<file path="src/rtl/bcd_digit_adder.sv">
module bcd_digit_adder (
  input  logic [3:0] a_i,
  input  logic [3:0] b_i,
  output logic [3:0] s_o,
  output logic       cout_o
);

  logic [4:0] rc;
  logic [3:0] t;
  logic       c4;
  logic       hi_code;
  logic       ovf;
  logic       k1;
  logic       k2;
  logic       x2;

  assign rc[0] = 1'b0;

  genvar g;
  generate
    for (g = 0; g < 4; g++) begin : g_rip
      assign t[g]    = a_i[g] ^ b_i[g] ^ rc[g];
      assign rc[g+1] = (a_i[g] & b_i[g]) | ((a_i[g] ^ b_i[g]) & rc[g]);
    end
  endgenerate

  assign c4      = rc[4];
  assign hi_code = (t[2] | t[1]) & t[3];
  assign ovf     = hi_code ^ c4;

  assign s_o[0] = t[0];
  assign s_o[1] = t[1] ^ ovf;
  assign k1     = t[1] & ovf;
  assign x2     = t[2] ^ ovf;
  assign s_o[2] = x2 ^ k1;
  assign k2     = (x2 & k1) | (t[2] & ovf);
  assign s_o[3] = t[3] ^ k2;
  assign cout_o = ovf;

  logic [4:0] bin_sum;
  assign bin_sum = {1'b0, a_i} + {1'b0, b_i};

  always_comb begin
    if (a_i <= 4'd9 && b_i <= 4'd9) begin
      assert_carry_R2: assert (cout_o == (bin_sum > 5'd9));
      assert_terms_R7: assert (!(hi_code && c4));
      assert_digit_R8: assert (s_o <= 4'd9);
      assert_bit0_R5:  assert (s_o[0] == (a_i[0] ^ b_i[0]));
      if (bin_sum <= 5'd9) begin
        assert_pass_R3: assert (s_o == bin_sum[3:0]);
      end else begin
        assert_fix_R4: assert (s_o == bin_sum[3:0] + 4'd6);
      end
    end
  end

endmodule

</file>
<file path="config.mk">
export PLATFORM = sky130hd
export DESIGN_NAME = bcd_digit_adder
export DESIGN_NICKNAME = d
export VERILOG_FILES = /design/src/rtl/bcd_digit_adder.sv
export SDC_FILE = /design/constraint.sdc
export NUM_CORES = 1
export LEC_CHECK = 0
export ABC_AREA = 0
export BUFFER_PORTS_ARGS = -buffer_cell sky130_fd_sc_hd__buf_2
export CAP_MARGIN = 25
export CORE_AREA = 5 5 42 44
export DETAILED_ROUTE_END_ITERATION = 10
export DIE_AREA = 0 0 47 49
export SYNTH_ARGS = -nofsm -noshare
export SYNTH_HDL_FRONTEND = slang
export SYNTH_SLANG_ARGS = --single-unit
</file>
<file path="constraint.sdc">
create_clock -name vclk -period 5.7
set_clock_uncertainty 0.2 [all_clocks]
set_input_delay 0.57 -clock vclk [all_inputs]
set_output_delay 0.57 -clock vclk [all_outputs]
set_load 0.005 [all_outputs]
</file>
==> After elaboration in Yosys (flattened, before gate mapping) <==
Cells that the tools add are included.
{ "op_classes": {"bitwise": 28} }
{ "ops": {"columns": ["op", "count"], "rows": [
  ["1-bit bitwise XOR", 12],
  ["1-bit AND", 11],
  ["1-bit OR", 5]
]} }
{ "totals": {"regBits": 0, "input_bits": 8, "output_inout_bits": 5, "word_cells": 28} }

==> Depth between registers and ports, before layout <==
{ "depth": {"ltp_word": 12, "mapped_depth": 13} }

==> Worst setup path after synthesis <==
OpenSTA, ideal clock, no wires.
{ "synth_timing": {"path_type": "input to output", "startpoint": "in a_i[0]", "endpoint": "out s_o[3]", "arrival_time_ps": 2916, "t_required_ps": 4930, "slack_ps": 2014, "stages": 13, "cell_sequence": "ha_1 inv_1 fa_1 inv_1 fa_1 inv_1 fa_1 a21oi_2 xnor2_1 ha_1 inv_1 fa_1 xor2_1"} }
{ "synth_between": {"elab_chain_cells": 12, "elab_cells_between_ends": 19, "classes_between": "19 x bitwise"} }
{ "synth_rtl": {"columns": ["element", "line", "text"], "rows": [
  ["start, declared", "2", "input logic [3:0] a_i,"],
  ["1-bit AND *", "23", "assign rc[g+1] = (a_i[g] & b_i[g]) | ((a_i[g] ^ b_i[g]) & rc[g]);"],
  ["1-bit AND", "23", null],
  ["1-bit OR", "23", null],
  ["1-bit AND", "23", null],
  ["1-bit OR", "23", null],
  ["1-bit bitwise XOR / 1-bit AND (equally long branches)", "22, 23", null],
  ["1-bit AND / 1-bit OR (equally long branches)", "28, 23", null],
  ["1-bit bitwise XOR *", "29", "assign ovf = hi_code ^ c4;"],
  ["net cout_o", "5", "output logic cout_o"],
  ["1-bit bitwise XOR / 1-bit AND (equally long branches)", "34, 33", null],
  ["1-bit AND", "36", "assign k2 = (x2 & k1) | (t[2] & ovf);"],
  ["1-bit OR *", "36", null],
  ["1-bit bitwise XOR *", "37", "assign s_o[3] = t[3] ^ k2;"],
  ["end, declared", "4", "output logic [3:0] s_o,"]
]} }
Mark *: on every way through the listed nets, which the timed path passes. The rest lies on a longest branch.

==> Final worst setup path <==
{ "layout_timing": {"startpoint": "in a_i[0]", "endpoint": "out s_o[3]"} }
{ "layout_between": {"elab_chain_cells": 12, "elab_cells_between_ends": 19, "classes_between": "19 x bitwise"} }
{ "layout_rtl": {"columns": ["element", "line"], "rows": [
  ["1-bit AND *", "23"],
  ["1-bit AND", "23"],
  ["1-bit OR", "23"],
  ["1-bit AND", "23"],
  ["1-bit OR", "23"],
  ["1-bit bitwise XOR / 1-bit AND (equally long branches)", "22, 23"],
  ["1-bit AND / 1-bit OR (equally long branches)", "28, 23"],
  ["1-bit bitwise XOR", "29"],
  ["1-bit bitwise XOR / 1-bit AND (equally long branches)", "34, 33"],
  ["1-bit AND", "36"],
  ["1-bit OR", "36"],
  ["1-bit bitwise XOR *", "37"]
]} }
Every way passes the cells marked *; elsewhere a longest branch is shown, timed or not.

==> impl_metrics.csv <==
group,metric,value,unit
run_status,outcome,"finished clean",
route,initialDrtViolationCount,0,
timing,fmax,253,MHz
die,fp.coreArea,1400,sq um
yosys,synth_top_area_frac,0.441,
critical_path,cp.required,4930,ps
layout,multi_input_area,140,sq um
timing,min_period,3950,ps
yosys,synth_fa_ha_area_frac,0.579,
route,wl_per_cell,6.40,microns
placed_design,dpl.hpwl,323,microns
layout,area_delta_synth_final,46.9,%
flow_run,maxCapViolations,0,
pwr,p_per_area,188,nW/um^2
route,dr_total_vias,146,
layout,seq_area,0,sq um
cts,ctsHoldBuffers,0,
yosys,synth_area_per_cell,8.64,sq um
layout,drive_gt1_frac,0.441,
yosys,synth.area.top_cells,"fa_1 (44%), inv_1 (21%), ha_1 (14%)",
die,die_w,47,microns
yosys,synthCells,21,
pwr,leakage,0.160,nW
yosys,syn_area,181,sq um
placed_design,place.gp.congestion,0.633,
yosys,synth_top_family_by_area,"adder cells",
critical_path,path_class,"in2out",
cts,cts_resized,0,
yosys,synth-simple-area-share,0,
layout,nClkBuffers,0,
die,die_h,49,microns
yosys,syn_nets,35,
timing,fin_crit_sh,0.694,
yosys,ys_warn_count,0,
die,pin_count,13,
worst_hold_path,hp-class,"in2out",
route,vias_per_cell,2.92,
yosys,synth_cell_types,7,
die,start_util,0.129,
global_route,grt_pass1_wl,600,microns
critical_path,cp_max_fo,2,
global_route,grt_pass1_vias,159,
die,row_count,14,
yosys,ys_seq_area_frac,0,
yosys,yosys-top-cells-count,"inv_1 (10), fa_1 (4), ha_1 (2), xor2_1 (2)",
placed_design,io_buffer_count,13,
pwr,power,0.0501,mW
global_route,antenna_found_initial,0,
yosys,yosys.area_share.xor_xnor,0.145,
timing,relSlewSlack,0.883,
timing,worst_slew_pin_slew,174,ps
global_route,grtUsageTotal,0.0318,
global_route,grt_max_degree,3,
layout,seq_cells,0,
layout,fillCellCount,166,
yosys,muxShareOfSynthArea,0,
critical_path,cp-end-kind,"output pin",
critical_path,crit_arrival,3180,ps
timing,hold_violations,0,
yosys,yosysTopAreaCell,"fa_1",
route,remaining_drc_errors,0,
die,dieArea,2300,sq um
layout,fin_nets,50,
timing,drv_slew,0,
timing,rsz0062_at_grt,"false",
critical_path,start_kind,"input port",
cts,post-cts-setup-buffer-count,0,
layout,antenna_cells,0,
timing,setup_tns,0,ps
yosys,synth-compound-area-share,0.0483,
route,drt-pass1-iter-count,1,
yosys,synth.most_common_cell,"inv_1",
route,ant_nets,0,
global_route,overflow,0,
pwr,ir_drop,43.0,uV
timing,setup_violations,0,
route,routed_wl,320,microns
-- worst paths after layout --
path  startpoint  endpoint  slack [ps]  cells past startpoint
min       b_i[0]    s_o[0]        1220                      3
max       a_i[0]    s_o[3]        1750                     15
-- placed cells by master, fill, tap and decap left out, drive strengths merged --
master and count:
a21oi 1, buf 13, fa 4, ha 2
inv 11, xnor2 1, xor2 2
-- final cells by class --
type                       instances  area share
multi-input combinational         10       0.526
inverter                          11       0.155
tap                               16      0.0751
timing repair buffer              13       0.244
-- power by group --
group	leakage (nW)	internal [mW]	total [mW]	switching (mW)
clock	0	0	0	0
combinational	0.160	0.0252	0.0501	0.0249
sequential	0	0	0	0
total	0.160	0.0252	0.0501	0.0249
-- metal layers --
metal,track usage,routed length (microns)
met1,0.0443,159
met5,0,0
met4,0,0
met2,0.0520,106
met3,0.00738,54
-- worst max-delay path: stages --
cell	delay (ps)
buf_2	100
ha_1	180
inv_1	60
fa_1	150
inv_1	50
fa_1	350
inv_1	80
fa_1	450
a21oi_2	170
xnor2_1	160
ha_1	170
inv_1	50
fa_1	360
xor2_1	160
buf_2	140
-- logic make-up (layout without fill, tap and decap cells) --
kind of cell / Yosys count / in the layout
buf+inv: 11 / 24
xor+xnor: 3 / 3
compound gates: 1 / 1
fa+ha+maj: 6 / 6
-- through the flow --
| step | cell area, sq um | utilization | hold slack [ps] | worst slack (ps) | instances |
|---|---|---|---|---|---|
| 6_report | 267 | 0.190 | 1220 | 1750 | 50 |
| 5_1_grt | 267 | 0.190 | 1250 | 1500 | 50 |
| 4_1_cts | 267 | 0.190 | 1220 | 1720 | 50 |
| 3_5_place_dp | 267 | 0.190 | 1220 | 1720 | 50 |
| 3_3_place_gp | 267 | 0.190 | 1220 | 1770 | 50 |
| 2_1_floorplan | 181 | - | 1050 | 2010 | 21 |
Note: power is estimated with default switching activity, not from simulation.
